## config.mk

```make
export PLATFORM = sky130hd
export DESIGN_NAME = sram_dll_seq
export DESIGN_NICKNAME = d
export VERILOG_FILES = /design/src/rtl/sram_dll_seq_pkg.sv /design/src/rtl/seq_counter.sv /design/src/rtl/seq_datapath.sv /design/src/rtl/seq_ctrl.sv /design/src/rtl/sram_dll_seq.sv
export SDC_FILE = /design/constraint.sdc
export NUM_CORES = 1
export LEC_CHECK = 0
export BUFFER_PORTS_ARGS = -buffer_cell sky130_fd_sc_hd__buf_4
export CORE_AREA = 4 4 55 70
export CTS_BUF_LIST = sky130_fd_sc_hd__clkbuf_8
export DETAILED_ROUTE_END_ITERATION = 10
export DIE_AREA = 0 0 59 74
export SLEW_MARGIN = 30
export SYNTH_ARGS = -nofsm -noshare
export SYNTH_HDL_FRONTEND = slang
export SYNTH_SLANG_ARGS = --single-unit
```

## constraint.sdc

```tcl
create_clock -name clk -period 2.1 [get_ports clk]
set_input_delay 0 -clock clk [delete_from_list [all_inputs] [get_ports clk]]
set_output_delay 0 -clock clk [all_outputs]
set_load 0.05 [all_outputs]
```

## src/rtl/sram_dll_seq_pkg.sv

```systemverilog
package sram_dll_seq_pkg;

  typedef enum logic [2:0] {
    PWR_WAIT   = 3'd0,
    DLL_HOLD   = 3'd1,
    LOCK_COUNT = 3'd2,
    CAL_COUNT  = 3'd3,
    RUN        = 3'd4,
    CLK_HALT   = 3'd5
  } seqState_e;

  typedef struct packed {
    logic lockRun;
    logic calRun;
    logic haltRun;
  } seqStrobe_t;

endpackage

```

## src/rtl/seq_counter.sv

```systemverilog
module seq_counter #(
  parameter int LIMIT = 4
) (
  input  logic clk,
  input  logic rstN,
  input  logic run,
  input  logic step,
  output logic done
);
  localparam int W = (LIMIT > 1) ? $clog2(LIMIT) : 1;
  localparam logic [W-1:0] LAST = W'(LIMIT - 1);

  logic [W-1:0] cnt;

  always_ff @(posedge clk or negedge rstN) begin
    if (!rstN) begin
      cnt <= '0;
    end else if (!run) begin
      cnt <= '0;
    end else if (step && cnt != LAST) begin
      cnt <= cnt + W'(1);
    end
  end

  assign done = run && step && (cnt == LAST);

  AST_CNT_HOLD: assert property (@(posedge clk) disable iff (!rstN)
    (run && !step) |=> (cnt == $past(cnt)));
  AST_CNT_CLEAR: assert property (@(posedge clk) disable iff (!rstN)
    (!run) |=> (cnt == '0));

endmodule

```

## src/rtl/seq_datapath.sv

```systemverilog
module seq_datapath
  import sram_dll_seq_pkg::*;
#(
  parameter int LOCK_CYCLES = 2048,
  parameter int CAL_CYCLES  = 1024,
  parameter int HALT_CYCLES = 2
) (
  input  logic       clk,
  input  logic       rstN,
  input  seqStrobe_t strb,
  input  logic       rdReq,
  output logic       lockDone,
  output logic       calDone,
  output logic       haltDone
);

  seq_counter #(.LIMIT(LOCK_CYCLES)) i_lockCnt (
    .clk  (clk),
    .rstN (rstN),
    .run  (strb.lockRun),
    .step (1'b1),
    .done (lockDone)
  );

  seq_counter #(.LIMIT(CAL_CYCLES)) i_calCnt (
    .clk  (clk),
    .rstN (rstN),
    .run  (strb.calRun),
    .step (!rdReq),
    .done (calDone)
  );

  seq_counter #(.LIMIT(HALT_CYCLES)) i_haltCnt (
    .clk  (clk),
    .rstN (rstN),
    .run  (strb.haltRun),
    .step (1'b1),
    .done (haltDone)
  );

endmodule

```

## src/rtl/seq_ctrl.sv

```systemverilog
module seq_ctrl
  import sram_dll_seq_pkg::*;
(
  input  logic       clk,
  input  logic       rstN,
  input  logic       pwrGood,
  input  logic       clkStable,
  input  logic       freqChange,
  input  logic       lockDone,
  input  logic       calDone,
  input  logic       haltDone,
  output seqStrobe_t strb,
  output logic       dllEnable,
  output logic       clkStopReq,
  output logic       ready
);

  seqState_e state, nextState;

  always_comb begin
    nextState = state;
    if (!pwrGood) begin
      nextState = PWR_WAIT;
    end else begin
      case (state)
        PWR_WAIT:   nextState = DLL_HOLD;
        DLL_HOLD:   if (clkStable) nextState = LOCK_COUNT;
        LOCK_COUNT: begin
          if (!clkStable || freqChange) nextState = CLK_HALT;
          else if (lockDone)            nextState = CAL_COUNT;
        end
        CAL_COUNT: begin
          if (!clkStable || freqChange) nextState = CLK_HALT;
          else if (calDone)             nextState = RUN;
        end
        RUN:        if (!clkStable || freqChange) nextState = CLK_HALT;
        CLK_HALT:   if (haltDone && clkStable) nextState = LOCK_COUNT;
        default:    nextState = PWR_WAIT;
      endcase
    end
  end

  always_ff @(posedge clk or negedge rstN) begin
    if (!rstN) state <= PWR_WAIT;
    else       state <= nextState;
  end

  always_comb begin
    strb.lockRun = (state == LOCK_COUNT);
    strb.calRun  = (state == CAL_COUNT);
    strb.haltRun = (state == CLK_HALT);
  end

  assign dllEnable  = (state == LOCK_COUNT) || (state == CAL_COUNT) ||
                      (state == RUN) || (state == CLK_HALT);
  assign clkStopReq = (state == CLK_HALT);
  assign ready      = (state == RUN);

  AST_PWR_DROP: assert property (@(posedge clk) disable iff (!rstN)
    (!pwrGood) |=> (!dllEnable && !ready && !clkStopReq));
  AST_FREQ_HALT: assert property (@(posedge clk) disable iff (!rstN)
    (pwrGood && ready && freqChange) |=> clkStopReq);
  AST_HALT_KEEPS_DLL: assert property (@(posedge clk) disable iff (!rstN)
    (pwrGood && clkStopReq) |=> dllEnable);
  AST_DLL_NEEDS_CLK: assert property (@(posedge clk) disable iff (!rstN)
    $rose(dllEnable) |-> $past(pwrGood && clkStable));
  AST_CLK_LOSS: assert property (@(posedge clk) disable iff (!rstN)
    (pwrGood && ready && !clkStable) |=> clkStopReq);

endmodule

```

## src/rtl/sram_dll_seq.sv

```systemverilog
module sram_dll_seq
  import sram_dll_seq_pkg::*;
#(
  parameter int LOCK_CYCLES = 2048,
  parameter int CAL_CYCLES  = 1024,
  parameter int HALT_CYCLES = 2
) (
  input  logic clk,
  input  logic rstN,
  input  logic pwrGood,
  input  logic clkStable,
  input  logic freqChange,
  input  logic rdReq,
  output logic dllEnable,
  output logic clkStopReq,
  output logic ready
);

  seqStrobe_t strb;
  logic lockDone, calDone, haltDone;

  seq_ctrl i_ctrl (
    .clk        (clk),
    .rstN       (rstN),
    .pwrGood    (pwrGood),
    .clkStable  (clkStable),
    .freqChange (freqChange),
    .lockDone   (lockDone),
    .calDone    (calDone),
    .haltDone   (haltDone),
    .strb       (strb),
    .dllEnable  (dllEnable),
    .clkStopReq (clkStopReq),
    .ready      (ready)
  );

  seq_datapath #(
    .LOCK_CYCLES (LOCK_CYCLES),
    .CAL_CYCLES  (CAL_CYCLES),
    .HALT_CYCLES (HALT_CYCLES)
  ) i_datapath (
    .clk      (clk),
    .rstN     (rstN),
    .strb     (strb),
    .rdReq    (rdReq),
    .lockDone (lockDone),
    .calDone  (calDone),
    .haltDone (haltDone)
  );

  AST_READY_AFTER_IDLE: assert property (@(posedge clk) disable iff (!rstN)
    $rose(ready) |-> $past(!rdReq));

endmodule

```

Yosys cells after proc, flatten, opt, wreduce, memory -nomap -nowiden
Cells that the tools add are included.
{"block": "totals", "ff_bits": 25, "in_bits": 6, "output_inout_bits": 3, "wordCells": 52}
{"block": "classes", "add_sub_neg": 3, "eq_ne": 16, "muxes": 15, "n_reduce_logical": 14}
{"op": "$mux 3", "count": 8}
{"op": "$mux 11", "count": 2}
{"op": "$mux 10", "count": 2}
{"op": "$pmux 3 s6", "count": 1}
{"op": "$add 11x1->11 const B", "count": 1}
{"op": "$eq 11x11->1 const B", "count": 1}
{"op": "$ne 11x11->1 const B", "count": 1}
{"op": "$add 10x1->10 const B", "count": 1}
{"op": "$eq 10x10->1 const B", "count": 1}
{"op": "$ne 10x10->1 const B", "count": 1}
{"op": "$ne 4x4->1 const B", "count": 2}
{"op": "$eq 3x2->1 const B", "count": 2}
{"op": "$eq 3x3->1 const B", "count": 2}
{"op": "$logic_and 1x1->1", "count": 6}
{"op": "$ne 3x3->1 const B", "count": 2}
{"op": "$reduce_and 5->1", "count": 1}
{"op": "$logic_or 1x1->1", "count": 4}
{"op": "$ne 2x1->1 const B", "count": 2}
{"op": "$eq 3x1->1 const B", "count": 1}
{"op": "$logic_not 3->1", "count": 1}
{"op": "$ne 3x2->1 const B", "count": 1}
{"op": "$logic_not 1->1", "count": 2}
{"op": "$mux 1", "count": 2}
{"op": "$add 1x1->1 const B", "count": 1}

Logic depth before layout (Yosys ltp)
Gate-level depths: netlist of run 1.
{"block": "logic_depth", "word_depth": 7, "mapped_depth": 7, "mapped_depth_nobuf": 6}

Modules after synthesis
Synthesis of run 1 repeated with hierarchy kept, for this count alone.
{"block": "unflattened", "cells_unflattened": 172, "area_unflattened_um2": 1710.4}
{"mod": "seq_counter at i_datapath.i_calCnt", "instances": 1, "cells_per_inst": 67, "area_per_inst_um2": 704.4, "seq_area_each_um2": 250.2}
{"mod": "seq_counter at i_datapath.i_lockCnt", "instances": 1, "cells_per_inst": 68, "area_per_inst_um2": 676.9, "seq_area_each_um2": 275.3}
{"mod": "seq_ctrl", "instances": 1, "cells_per_inst": 32, "area_per_inst_um2": 282.8, "seq_area_each_um2": 75.1}
{"mod": "seq_counter at i_datapath.i_haltCnt", "instances": 1, "cells_per_inst": 3, "area_per_inst_um2": 38.8, "seq_area_each_um2": 25.0}
{"mod": "seq_datapath", "instances": 1, "cells_per_inst": 2, "area_per_inst_um2": 7.5, "seq_area_each_um2": 0.0}

Worst setup path before layout of run 1
Ideal clock, no wire load.
{"block": "synth_path", "kind": "reg2out", "startpoint": "reg i_ctrl.state[0]", "endpoint": "out ready", "arrival_ns": 1.602, "required_ns": 2.100, "slack_ns": 0.498, "stages_incl_launch_ff": 3, "n_path_buf": 1, "cell_sequence": "dfrtp_1 > buf_2 > nor3_1"}
{"block": "synth_via", "elab_chain_cells": 1}
{"item": "from (decl)", "line_no": "seq_ctrl.sv:18", "rtl": "seqState_e state, nextState;"}
{"item": "from (signal assigned)", "line_no": "seq_ctrl.sv:45", "rtl": "else state <= nextState;"}
{"item": "$eq 3x3->1", "line_no": "seq_ctrl.sv:57", "rtl": "assign ready = (state == RUN);"}
{"item": "to (decl)", "line_no": "sram_dll_seq.sv:16", "rtl": "output logic ready"}
Every way passes these cells.

Final worst setup path of run 1
{"block": "layout_path", "startpoint": "reg i_datapath.i_calCnt.cnt[0]", "endpoint": "reg i_ctrl.state[1]"}
{"block": "layout_via", "elab_chain_cells": 4}
{"item": "from (decl)", "line_no": "seq_counter.sv:13", "rtl": "logic [W-1:0] cnt;"}
{"item": "from (signal assigned)", "line_no": "seq_counter.sv:21", "rtl": "cnt <= cnt + W'(1);"}
{"item": "$eq 10x10->1", "line_no": "seq_counter.sv:25", "rtl": "assign done = run && step && (cnt == LAST);"}
{"item": "$logic_and 1x1->1", "line_no": "seq_counter.sv:25"}
{"item": "$ne 4x4->1 (no line)"}
{"item": "$reduce_and 5->1 (no line)"}
Every way passes these cells.
A chain may end at the register's enable or synchronous reset.

==> results of run 1 <==
worst max-delay path, stage by stage, from the launching register on:
cell and delay (ns):
sky130_fd_sc_hd__dfrtp_1 0.42, sky130_fd_sc_hd__ha_1 0.24, sky130_fd_sc_hd__and4b_1 0.22, sky130_fd_sc_hd__a31oi_1 0.29, sky130_fd_sc_hd__a21oi_2 0.09, sky130_fd_sc_hd__nor3b_2 0.18
sky130_fd_sc_hd__o21a_1 0.18
cells by family (layout without fill, tap and decap cells):
logic type      Yosys count  count (layout)  share of synthesized area, %
mux                       2               2                          1.42
compound gates           25              25                          13.0
xor+xnor                 15              15                          9.35
fa+ha+maj                 2               2                          1.78
simple gates             65              65                          26.5
flops                    25              25                          44.5
buf+inv                   8              18                          3.38
cell usage after synthesis (all sizes together), types with 3 or more instances:
| cell type | number |
|---|---|
| nor2 | 26 |
| dfrtp | 25 |
| nand3 | 8 |
| xor2 | 8 |
| xnor2 | 7 |
| a31oi | 6 |
| and3 | 6 |
| nand2 | 6 |
| a21oi | 5 |
| buf | 4 |
| inv | 3 |
| nand4 | 3 |
| o21ai | 3 |
registers in the layout, summed over array words and instances (netlist names):
signal and cells:
i_ctrl.state 3, i_datapath.i_lockCnt.cnt 11, i_datapath.i_calCnt.cnt 10, i_datapath.i_haltCnt.cnt 1
power breakdown:
part	switching, mW	total, mW	internal (mW)
Sequential	0.0883	0.611	0.523
Clock	0.144	0.275	0.131
Combinational	0.297	0.495	0.199
Total	0.529	1.38	0.852
worst paths after layout:
path                                             start                           end  cells after the start
min in group asynchronous                         rstN    i_datapath.i_calCnt.cnt[8]                      2
hold / removal                                   rdReq    i_datapath.i_calCnt.cnt[9]                      4
setup reg to reg            i_datapath.i_calCnt.cnt[0]               i_ctrl.state[1]                      6
setup / recovery            i_datapath.i_calCnt.cnt[0]               i_ctrl.state[1]                      6
hold reg to reg            i_datapath.i_lockCnt.cnt[6]   i_datapath.i_lockCnt.cnt[6]                      1
max in group asynchronous                         rstN  i_datapath.i_lockCnt.cnt[10]                      2
metal layers:
metal	vias up	wire length (microns)	GRT usage, %
li1	525	-	-
met1	492	1190	16.3
met2	16	1270	23.1
met3	2	76	2.08
met4	0	20	3.78
met5	-	0	0
per-stage QoR:
stage                     utilization, %  power [mW]  instance area [sq um]
after floorplan                        -        1.02                   1410
after global placement              46.8        1.11                   1480
after detailed placement            46.8        1.11                   1480
after CTS                           48.9        1.40                   1550
after global routing                48.9        1.47                   1550
final                               48.9        1.38                   1550
timing repair:
| action | 4_1_cts | 5_1_grt |
|---|---|---|
| hold endpoints to repair | 26 | 0 |
| gates resized for setup | 0 | 0 |
| setup buffers | 0 | 0 |
| hold buffers | 2 | 0 |
area by class of cell:
| cell class | count | area, sq um | area share [%] |
|---|---|---|---|
| Clock buffer | 3 | 41.3 | 2.67 |
| Clock inverter | 1 | 3.75 | 0.243 |
| Inverter | 3 | 11.3 | 0.728 |
| Multi-Input combinational cell | 109 | 732 | 47.3 |
| Sequential cell | 25 | 626 | 40.4 |
| Tap cell | 37 | 46.3 | 2.99 |
| Timing Repair Buffer | 11 | 87.6 | 5.66 |
==> results.txt, run 1 <==
----------------------------------------------------
[Clock tree]
  Clock slew seen by the registers of the worst setup and hold paths ... 0.08 ns
  Number of buffers on the longest clock path ... 2
  CTS sink count ... 25
  Cell chosen for the clock root ... sky130_fd_sc_hd__clkbuf_8
  Later-pin clock latency in the skew report ... ~0.26 ns
  TritonCTS clock tree ... built
  CTS H-Tree Depth ... 1
  Clock buffers created by TritonCTS ... 3

[Cells and area]
  Final cell count without fillers ... between 150 and 200
  Antenna cell count ... 0
  Highest-count cells in the layout ignoring fill and taps ... sky130_fd_sc_hd__nor2_1 (25), sky130_fd_sc_hd__dfrtp_1 (25), sky130_fd_sc_hd__buf_4 (9), sky130_fd_sc_hd__xor2_1 (8)
  Area Overhead vs Synth ... 10.2%
  Final-layout fill cell count ... ~300
  Number of nets in the layout ... between 150 and 200
  Fraction of layout instances using a drive strength above 1 ... 15.8%

[Routing]
  Detailed-route wire length ... 2.56 mm
  Average via count per standard cell ... approximately 5.5
  Detailed Routing Iterations Pass 1 ... 6
  Remaining antenna violation count ... 0
  Violation count after the first detailed-routing iteration ... 33
  Total DRC errors in the routed layout ... 0
  Total via count after detailed routing ... 1035
  Wire length per cell after detailed routing ... around 14 microns

[Logic synthesis]
  Distinct cell type count after synthesis ... 44
  EDFF count, synth ... 0
  Cell area after synthesis ... 0.00141 sq mm
  Post-Synthesis Cells ... 142
  Dominant cell type by area after synthesis ... sky130_fd_sc_hd__dfrtp_1
  Syn avg cell area ... 9.90 sq um
  Leading cell types by total area after synthesis ... sky130_fd_sc_hd__dfrtp_1 (45%), sky130_fd_sc_hd__nor2_1 (6.7%), sky130_fd_sc_hd__xor2_1 (5.0%)
  Number of synthesized register bits ... 25
  Post-synthesis net count ... 150
  Sequential share of the synthesized area ... ~45%
  Yosys warning total ... 0
  Flip-flop cell with the highest count after synthesis ... sky130_fd_sc_hd__dfrtp_1
  Portion of synthesized cell area occupied by the leading cell type ... around 45%
  Share of async-settable or async-resettable flops after synthesis ... 100%

[Power and ir drop]
  Pwr/cell area ... 893 mW/mm^2
  Maximum resistive drop on vdd ... 695 uV
  Static leakage power ... between 0.6 and 0.7 nW

[Critical path]
  Data required time at the worst endpoint ... roughly 2.3 ns
  Path type of the worst setup path ... reg2reg
  Endpoint arrival time on the critical path ... around 1.9 ns
  Startpoint types ... flop
  Element type at the critical path end ... flop
  Worst setup slack for register-to-register paths ... 0.37 ns
  Maximum fanout encountered on the critical timing path ... 4

[Timing]
  Worst rel slew slack ... between 70 and 80%
  Setup Skew ... around 0.0026 ns
  TNS Setup ... 0 ns
  Maximum clock rate ... ~580 MHz
  RSZ-0062 raised after global routing ... no
  Final max-slew violation count ... 0
  Worst hold margin ... 0.0599 ns
  Final setup violation count ... 0
  Final critical-path required period ... approximately 1.7 ns
  Worst slew pin tran ... just under 0.4 ns
  Period Utilization, post-route ... 82.2%
  Worst-case setup margin in the final layout ... between 0.3 and 0.4 ns
  Hold Fails Final Rpt ... 0

[Placement]
  Detailed Place HPWL ... 1.86 mm
  Placed insts ... about 180
  IO Port Bufs ... 8
  Worst setup slack before clock tree synthesis ... 0.393 ns
  Gp weighted congestion ... a little under 0.8

[Floorplan]
  Core Area ... 0.00317 sq mm
  Initial core utilization ... between 40% and 50%
  Die outline width ... a little under 60 microns
  Ports ... 9
  Die Ht ... between 70 and 80 microns
  Row count ... 23
  Die footprint ... about 0.0044 sq mm

[Global route]
  Tot GR Track Use ... a little over an eighth
  Pin count of the biggest net entering global routing ... 26
  Number of antenna violations at the first check in global routing ... 0
  Wire length of the first global-routing pass ... around 4.6 mm
  Aggregate global routing overflow ... 0
  Vias in the first global route ... about 1000

[Min path]
  Hold Crit Class ... in2reg

[Run status]
  Result of the run ... finished clean

[Job]
  Number of max-capacitance violations reported ... 0

----------------------------------------------------
Note: power is estimated with default switching activity, not from simulation.
==> run 2: changes to the inputs <==
==> constraint.sdc (replaced) <==
create_clock -name clk -period 1.7 [get_ports clk]
set_input_delay 0 -clock clk [delete_from_list [all_inputs] [get_ports clk]]
set_output_delay 0 -clock clk [all_outputs]
set_load 0.05 [all_outputs]
==> results.txt, run 2 (synthesized netlist as in run 1, its figures left out) <==
----------------------------------------------------
[Cells and area]
  Final-layout fill cell count ... 295 (-1.3%)
  Final cell count without fillers ... 195 (+3.2%)
  Register with the highest flop count ... i_datapath.i_lockCnt.cnt
  Util after Layout ... 51.7% (+2.8 points)
  Largest register FFs ... 11 (unchanged)
  Antenna cell count ... 0 (unchanged)
  Largest registers ... i_datapath.i_lockCnt.cnt: 11 flops, i_datapath.i_calCnt.cnt: 10 flops, i_ctrl.state: 3 flops
  Summed area of non-filler cells in the final layout ... 0.00164 sq mm (+5.8%)
  Highest-count cells in the layout ignoring fill and taps ... sky130_fd_sc_hd__nor2_1 (25), sky130_fd_sc_hd__dfrtp_1 (25), sky130_fd_sc_hd__buf_4 (16), sky130_fd_sc_hd__xor2_1 (8)
  Number of nets in the layout ... 167 (+3.7%)
  Fraction of layout instances using a drive strength above 1 ... 22.2% (+6.4 points)
  Area Overhead vs Synth ... 16.6%

[Placement]
  Cell area after placement ... 0.00153 sq mm (+3.0%)
  IO Port Bufs ... 8 (unchanged)
  Worst setup slack before clock tree synthesis ... 0.0296 ns (-0.364 ns)
  Gp weighted congestion ... 0.788 (+2.2%)
  Placed insts ... 189 (+3.3%)
  Detailed Place HPWL ... 1.94 mm (+4.4%)

[Floorplan]
  Die Ht ... 74 microns (unchanged)
  Die outline width ... 59 microns (unchanged)
  Ports ... 9 (unchanged)
  Core Area ... 0.00317 sq mm (unchanged)
  Initial core utilization ... 44.4% (unchanged)
  Die footprint ... 0.00437 sq mm (unchanged)
  Row count ... 23 (unchanged)

[Timing]
  TNS Setup ... 0 ns (unchanged)
  Period Utilization, post-route ... 93.6% (+11 points)
  Final max-slew violation count ... 0 (unchanged)
  Final critical-path required period ... 1.59 ns (-0.135 ns)
  Worst hold margin ... 0.0154 ns (-0.0445 ns)
  Worst slew pin tran ... 0.430 ns (+0.0357 ns)
  Maximum clock rate ... 628 MHz (+8.5%)
  Worst-case setup margin in the final layout ... 0.109 ns (-0.265 ns)
  Worst rel slew slack ... 71.3% (-2.3 points)
  Final setup violation count ... 0 (unchanged)
  Setup Skew ... 0.00389 ns (+0.00134 ns)
  Hold Fails Final Rpt ... 0 (unchanged)
  RSZ-0062 raised after global routing ... no

[Routing]
  Wire length per cell after detailed routing ... 13.9 microns (+2.8%)
  Detailed-route wire length ... 2.72 mm (+6.1%)
  Violation count after the first detailed-routing iteration ... 48 (+45%)
  Total via count after detailed routing ... 1090 (+5.3%)
  Total DRC errors in the routed layout ... 0 (unchanged)
  Remaining antenna violation count ... 0 (unchanged)
  Detailed Routing Iterations Pass 1 ... 4 (-2)
  Average via count per standard cell ... 5.59 (+2.1%)

[Global route]
  Wire length of the first global-routing pass ... 4.66 mm (+2.4%)
  Vias in the first global route ... 1054 (+3.5%)
  Aggregate global routing overflow ... 0 (unchanged)
  Tot GR Track Use ... 13.8% (+0.69 points)
  Number of antenna violations at the first check in global routing ... 0 (unchanged)
  Pin count of the biggest net entering global routing ... 26 (unchanged)

[Critical path]
  Cell family with the largest share of critical-path delay ... compound AO/OA/AOI/OAI gates
  Endpoint arrival time on the critical path ... 1.75 ns (-0.14 ns)
  Path type of the worst setup path ... reg2reg
  Cell breakdown of the critical path ... ha_2, and4b_1, a31oi_4, a21oi_4, nor3b_2, o21a_1
  Element type at the critical path end ... flop
  Buffering stage count on the worst path with inverters included ... 0 (unchanged)
  Critical Path Max Stage Delay ... 0.42 ns (about the same)
  Data required time at the worst endpoint ... 1.86 ns (-0.40 ns)
  Maximum fanout encountered on the critical timing path ... 4 (unchanged)
  Startpoint types ... flop
  Library cell contributing the largest single delay on the critical path ... sky130_fd_sc_hd__dfrtp_1

[Clock tree]
  Clock slew seen by the registers of the worst setup and hold paths ... 0.09 ns (about the same)
  CTS H-Tree Depth ... 1 (unchanged)
  TritonCTS clock tree ... built
  Later-pin clock latency in the skew report ... 0.26 ns (about the same)
  Cell chosen for the clock root ... sky130_fd_sc_hd__clkbuf_8
  Clock buffers created by TritonCTS ... 3 (unchanged)
  CTS sink count ... 25 (unchanged)
  Number of buffers on the longest clock path ... 2 (unchanged)

[Power and ir drop]
  Pwr/cell area ... 1100 mW/mm^2 (+23%)
  Pwr Total ... 1.80 mW (+30%)
  Maximum resistive drop on vdd ... 777 uV (+12%)
  Static leakage power ... 0.698 nW (+4.5%)

[Min path]
  Hold Crit Class ... in2reg

[Job]
  Number of max-capacitance violations reported ... 0 (unchanged)

[Run status]
  Result of the run ... finished clean

----------------------------------------------------
-- run 2: worst register-to-register path: stages (launching register included) --
cell                      delay (ns)
sky130_fd_sc_hd__dfrtp_1        0.42
sky130_fd_sc_hd__ha_2           0.20
sky130_fd_sc_hd__and4b_1        0.24
sky130_fd_sc_hd__a31oi_4        0.22
sky130_fd_sc_hd__a21oi_4        0.06
sky130_fd_sc_hd__nor3b_2        0.17
sky130_fd_sc_hd__o21a_1         0.18
-- run 2: layout make-up --
cell class	instances	area (sq um)	area share (%)
clock buffers	3	41.3	2.52
flip-flops and latches	25	626	38.2
well taps	37	46.3	2.83
repair buffers	17	130	7.95
clock inverters	1	3.75	0.229
multi-input cells	109	779	47.6
inverters	3	11.3	0.688
-- run 2: worst paths after layout --
kind,from,end,slack [ns],cells after the start
hold / removal,pwrGood,i_ctrl.state[2],0.02,3
setup / recovery,i_datapath.i_calCnt.cnt[1],i_ctrl.state[1],0.11,6
setup reg to reg,i_datapath.i_calCnt.cnt[1],i_ctrl.state[1],0.11,6
hold reg to reg,i_datapath.i_lockCnt.cnt[10],i_datapath.i_lockCnt.cnt[10],0.51,2
min in group asynchronous,rstN,i_datapath.i_calCnt.cnt[8],0.16,2
max in group asynchronous,rstN,i_datapath.i_lockCnt.cnt[7],1.29,2
-- run 2: repair_timing --
action,in CTS,in global routing
pin swaps,0,2
hold endpoints to repair,25,0
hold buffers,1,0
buffers inserted,0,1
endpoints found under the setup margin,1,7
gates resized for setup,1,7
-- run 2: routing by layer --
metal  vias to the layer above  track usage, %  wire (microns)
met5                         -               0               0
met4                         0            5.04              44
met3                         6            2.78              80
met2                        14            24.2            1350
met1                       530            16.4            1240
li1                        540               -               -
-- run 2: where the power goes --
group	switching [mW]	total (mW)	internal [mW]
registers	0.0869	0.733	0.646
clock network	0.179	0.341	0.161
logic	0.422	0.721	0.300
==> run 3: changes to the inputs <==
--- a/config.mk
+++ b/config.mk
@@ -5,11 +5,12 @@
 export SDC_FILE = /design/constraint.sdc
 export NUM_CORES = 1
 export LEC_CHECK = 0
+export ABC_AREA = 1
 export BUFFER_PORTS_ARGS = -buffer_cell sky130_fd_sc_hd__buf_4
-export CORE_AREA = 4 4 55 70
+export CORE_AREA = 4 4 58 73
 export CTS_BUF_LIST = sky130_fd_sc_hd__clkbuf_8
 export DETAILED_ROUTE_END_ITERATION = 10
-export DIE_AREA = 0 0 59 74
+export DIE_AREA = 0 0 62 77
 export SLEW_MARGIN = 30
 export SYNTH_ARGS = -nofsm -noshare
 export SYNTH_HDL_FRONTEND = slang
==> results.txt, run 3 <==
----------------------------------------------------
[Run status]
  Result of the run ... finished clean

[Power and ir drop]
  Maximum resistive drop on vdd ... 547 uV (-30%)
  Sequential share of power ... 45.2% (+4.4 points)
  Switching power of the nets ... 564 uW (-18%)
  Switching fraction of total power ... 37.5% (-0.78 points)
  Int Power ... 939 uW (-15%)
  Static leakage power ... 0.770 nW (+10%)
  Pwr/cell area ... 877 mW/mm^2 (-20%)
  Clock network power share ... 24.0% (+5.0 points)
  Gate power share ... 30.8% (-9.4 points)

[Clock tree]
  TritonCTS clock tree ... built
  Later-pin clock latency in the skew report ... 0.27 ns (about the same)
  CTS sink count ... 25 (unchanged)
  Clock buffers created by TritonCTS ... 3 (unchanged)
  Post-CTS Setup Inserts ... 0 (unchanged)
  CTS H-Tree Depth ... 1 (unchanged)
  Clock slew seen by the registers of the worst setup and hold paths ... 0.09 ns (about the same)
  Number of buffers on the longest clock path ... 2 (unchanged)
  Cell chosen for the clock root ... sky130_fd_sc_hd__clkbuf_8
  Post_cts resized ... 0 (-1)

[Routing]
  Remaining antenna violation count ... 0 (unchanged)
  Wire length per cell after detailed routing ... 11.9 microns (-15%)
  Violation count after the first detailed-routing iteration ... 39 (-19%)
  Detailed Routing Iterations Pass 1 ... 4 (unchanged)
  Total DRC errors in the routed layout ... 0 (unchanged)
  Detailed-route wire length ... 3.16 mm (+16%)
  Average via count per standard cell ... 5.17 (-7.5%)
  Total via count after detailed routing ... 1370 (+26%)

[Logic synthesis]
  Most frequent cells after synthesis ... sky130_fd_sc_hd__nand2_1 (58), sky130_fd_sc_hd__dfrtp_1 (25), sky130_fd_sc_hd__inv_1 (24)
  Mux cell area share after synthesis ... 0% (-1.4 points)
  Area share of xor/xnor cells in the synthesized design ... 2.26% (-7.1 points)
  Dominant cell type by area after synthesis ... sky130_fd_sc_hd__dfrtp_1
  Flip-flop cell with the highest count after synthesis ... sky130_fd_sc_hd__dfrtp_1
  Post-synthesis adder-cell area fraction ... 1.62% (-0.16 points)
  Post-synthesis compound-gate area fraction ... 11.5% (-1.5 points)
  Post-synthesis net count ... 221 (+47%)
  Distinct cell type count after synthesis ... 26 (-41%)
  Share of async-settable or async-resettable flops after synthesis ... 100% (unchanged)
  Sequential share of the synthesized area ... 40.4% (-4.1 points)
  Portion of synthesized cell area occupied by the leading cell type ... 40.4% (-4.1 points)
  Main combinational cell family by area after synthesis ... simple AND/OR/NAND/NOR gates
  Post-Synthesis Cells ... 213 (+50%)
  EDFF count, synth ... 0 (unchanged)
  Number of synthesized register bits ... 25 (unchanged)
  Syn avg cell area ... 7.27 sq um (-27%)
  Leading cell types by total area after synthesis ... sky130_fd_sc_hd__dfrtp_1 (40%), sky130_fd_sc_hd__nand2_1 (14%), sky130_fd_sc_hd__inv_1 (5.8%)
  Most instantiated library cell after synthesis ... sky130_fd_sc_hd__nand2_1
  Cell area after synthesis ... 0.00155 sq mm (+10%)
  Yosys warning total ... 0 (unchanged)
  Post-synthesis simple-gate area fraction ... 35.7% (+9.1 points)

[Timing]
  Maximum clock rate ... 688 MHz (+9.5%)
  Worst-case setup margin in the final layout ... 0.247 ns (+0.138 ns)
  Hold Fails Final Rpt ... 0 (unchanged)
  Worst slew pin tran ... 0.435 ns (+0.00471 ns)
  Worst rel slew slack ... 70.8% (-0.48 points)
  TNS Setup ... 0 ns (unchanged)
  Period Utilization, post-route ... 85.5% (-8.1 points)
  RSZ-0062 raised after global routing ... no
  Final setup violation count ... 0 (unchanged)
  Final critical-path required period ... 1.45 ns (-0.138 ns)
  Final max-slew violation count ... 0 (unchanged)
  Setup Skew ... 0.00355 ns (-0.000345 ns)

[Cells and area]
  Largest registers ... i_datapath.i_lockCnt.cnt: 11 flops, i_datapath.i_calCnt.cnt: 10 flops, i_ctrl.state: 3 flops
  Fraction of layout instances using a drive strength above 1 ... 14.6% (-7.6 points)
  Number of nets in the layout ... 235 (+41%)
  Antenna cell count ... 0 (unchanged)
  Area Overhead vs Synth ... 10.8%
  Final-layout fill cell count ... 372 (+26%)
  Leading cell type in the layout, fill and taps excluded ... sky130_fd_sc_hd__nand2_1
  Largest register FFs ... 11 (unchanged)
  Register with the highest flop count ... i_datapath.i_lockCnt.cnt
  Highest-count cells in the layout ignoring fill and taps ... sky130_fd_sc_hd__nand2_1 (58), sky130_fd_sc_hd__dfrtp_1 (25), sky130_fd_sc_hd__inv_1 (24), sky130_fd_sc_hd__nor2_1 (21), sky130_fd_sc_hd__nand3_1 (16)

[Global route]
  Aggregate global routing overflow ... 0 (unchanged)
  Pin count of the biggest net entering global routing ... 26 (unchanged)
  Number of antenna violations at the first check in global routing ... 0 (unchanged)
  Tot GR Track Use ... 14.9% (+1.1 points)
  Wire length of the first global-routing pass ... 5.58 mm (+20%)
  Vias in the first global route ... 1302 (+24%)

[Floorplan]
  Ports ... 9 (unchanged)
  Die footprint ... 0.00477 sq mm (+9.3%)
  Die Ht ... 77 microns (+4.1%)
  Die outline width ... 62 microns (+5.1%)
  Initial core utilization ... 44.1% (-0.33 points)
  Core Area ... 0.00351 sq mm (+11%)
  Row count ... 24 (+4.3%)

[Critical path]
  Element type at the critical path end ... flop
  Maximum fanout encountered on the critical timing path ... 8 (+4)
  Cells on worst reg2reg path ... 9 (+3)
  Cell breakdown of the critical path ... ha_1, inv_1, nor2_4, nand3_2, nand2_4, nand2_4, clkinv_4, nand2_1, o31ai_1
  Worst setup slack for register-to-register paths ... 0.25 ns (+0.14 ns)
  CP most frequent cell ... sky130_fd_sc_hd__nand2_4
  Critical Path Max Stage Delay ... 0.40 ns (-0.02 ns)
  Number of cells on the critical path ... 9 (+3)
  Path type of the worst setup path ... reg2reg
  Startpoint types ... flop
  Capturing point of the worst reg2reg path ... i_datapath.i_calCnt.cnt[4]
  Buffering stage count on the worst path with inverters included ... 2 (+2)
  Cell family with the largest share of critical-path delay ... simple AND/OR/NAND/NOR gates
  Reg2reg start ... i_datapath.i_calCnt.cnt[1]
  Library cell contributing the largest single delay on the critical path ... sky130_fd_sc_hd__dfrtp_1
  Data required time at the worst endpoint ... 1.88 ns (+0.02 ns)
  Endpoint arrival time on the critical path ... 1.63 ns (-0.12 ns)

[Min path]
  Number of cells on the worst hold path ... 4 (+1)
  Worst-case hold path end point ... i_datapath.i_calCnt.cnt[4]
  Worst hold start ... rdReq
  Hold Crit Class ... in2reg

[Job]
  Number of max-capacitance violations reported ... 0 (unchanged)

[Placement]
  IO Port Bufs ... 8 (unchanged)
  Detailed Place HPWL ... 2.39 mm (+23%)
  Gp weighted congestion ... 0.822 (+4.4%)
  Worst setup slack before clock tree synthesis ... 0.254 ns (+0.225 ns)

----------------------------------------------------
## run 3: cell count changes in the layout (fill, tap and decap cells not counted), sizes merged, moves of 3 or more
cell,before,now
a21oi,5,10
a31oi,6,1
and3,6,0
buf,16,10
inv,4,28
nand2,6,60
nand3,8,19
nand4,3,6
nor3,2,6
o21ai,3,16
xnor2,7,4
xor2,8,0
## run 3: cell type report
| class | instances | area, sq um | area share, % |
|---|---|---|---|
| multi-input cells | 157 | 792 | 46.2 |
| flip-flops and latches | 25 | 626 | 36.5 |
| inverters | 29 | 114 | 6.64 |
| repair buffers | 11 | 85.1 | 4.96 |
| well taps | 39 | 48.8 | 2.85 |
| clock buffers | 3 | 41.3 | 2.41 |
| clock inverters | 1 | 7.51 | 0.438 |
## run 3: power by group through the flow
stage	registers, mW	logic (mW)	clock network, mW
after floorplan	0.683	0.352	0
after global placement	0.692	0.468	0
after detailed placement	0.690	0.469	0
after CTS	0.679	0.470	0.388
after global routing	0.686	0.528	0.409
final	0.680	0.463	0.360
## run 3: cells by family after synthesis
family | after synthesis
adders and majority gates | 2
xor gates and xnor gates | 4
DFF | 25
and+or+nand+nor | 120
AOI/OAI and AO/OA | 31
buffers and inverters | 31
## run 3: how the worst max path moves through the flow
stage / start / endpoint / slack [ns]
4_1_cts: i_datapath.i_lockCnt.cnt[0] / i_ctrl.state[0] / 0.24
5_1_grt: i_datapath.i_lockCnt.cnt[0] / i_ctrl.state[0] / 0.03
3_5_place_dp: i_datapath.i_lockCnt.cnt[0] / i_ctrl.state[0] / 0.25
2_1_floorplan: i_ctrl.state[1] / i_ctrl.state[0] / 0.10
3_3_place_gp: i_datapath.i_calCnt.cnt[1] / i_datapath.i_calCnt.cnt[4] / 0.26
6_report: i_datapath.i_calCnt.cnt[1] / i_datapath.i_calCnt.cnt[4] / 0.25
## run 3: per-stage QoR
step / hold WS (ns) / instance area (sq um) / util (%) / instances / power [mW]
detailed placement: -0.0658 / 1660 / 47.1 / 260 / 1.16
global placement: -0.0626 / 1660 / 47.1 / 260 / 1.16
global route: 0.143 / 1710 / 48.8 / 265 / 1.62
CTS: 0.102 / 1710 / 48.8 / 265 / 1.54
finish: 0.115 / 1710 / 48.8 / 265 / 1.50
floorplan: -0.296 / 1550 / - / 213 / 1.04
## run 3: metal layers
metal	routed length (microns)	global-route usage (%)
met2	1570	24.0
met3	43	2.02
met4	20	3.82
met5	0	0
met1	1520	20.4
## run 3: worst min-delay path: cells and delay by family
kind | cells | cell delay (ns)
buffers and inverters | 2 | 0.14
and+or+nand+nor | 1 | 0.13
AOI/OAI and AO/OA | 1 | 0.08
## run 3: what timing repair did
action | 4_1_cts | 5_1_grt
hold endpoints to repair | 25 | 0
endpoints found under the setup margin | 0 | 0
hold buffers | 1 | 0
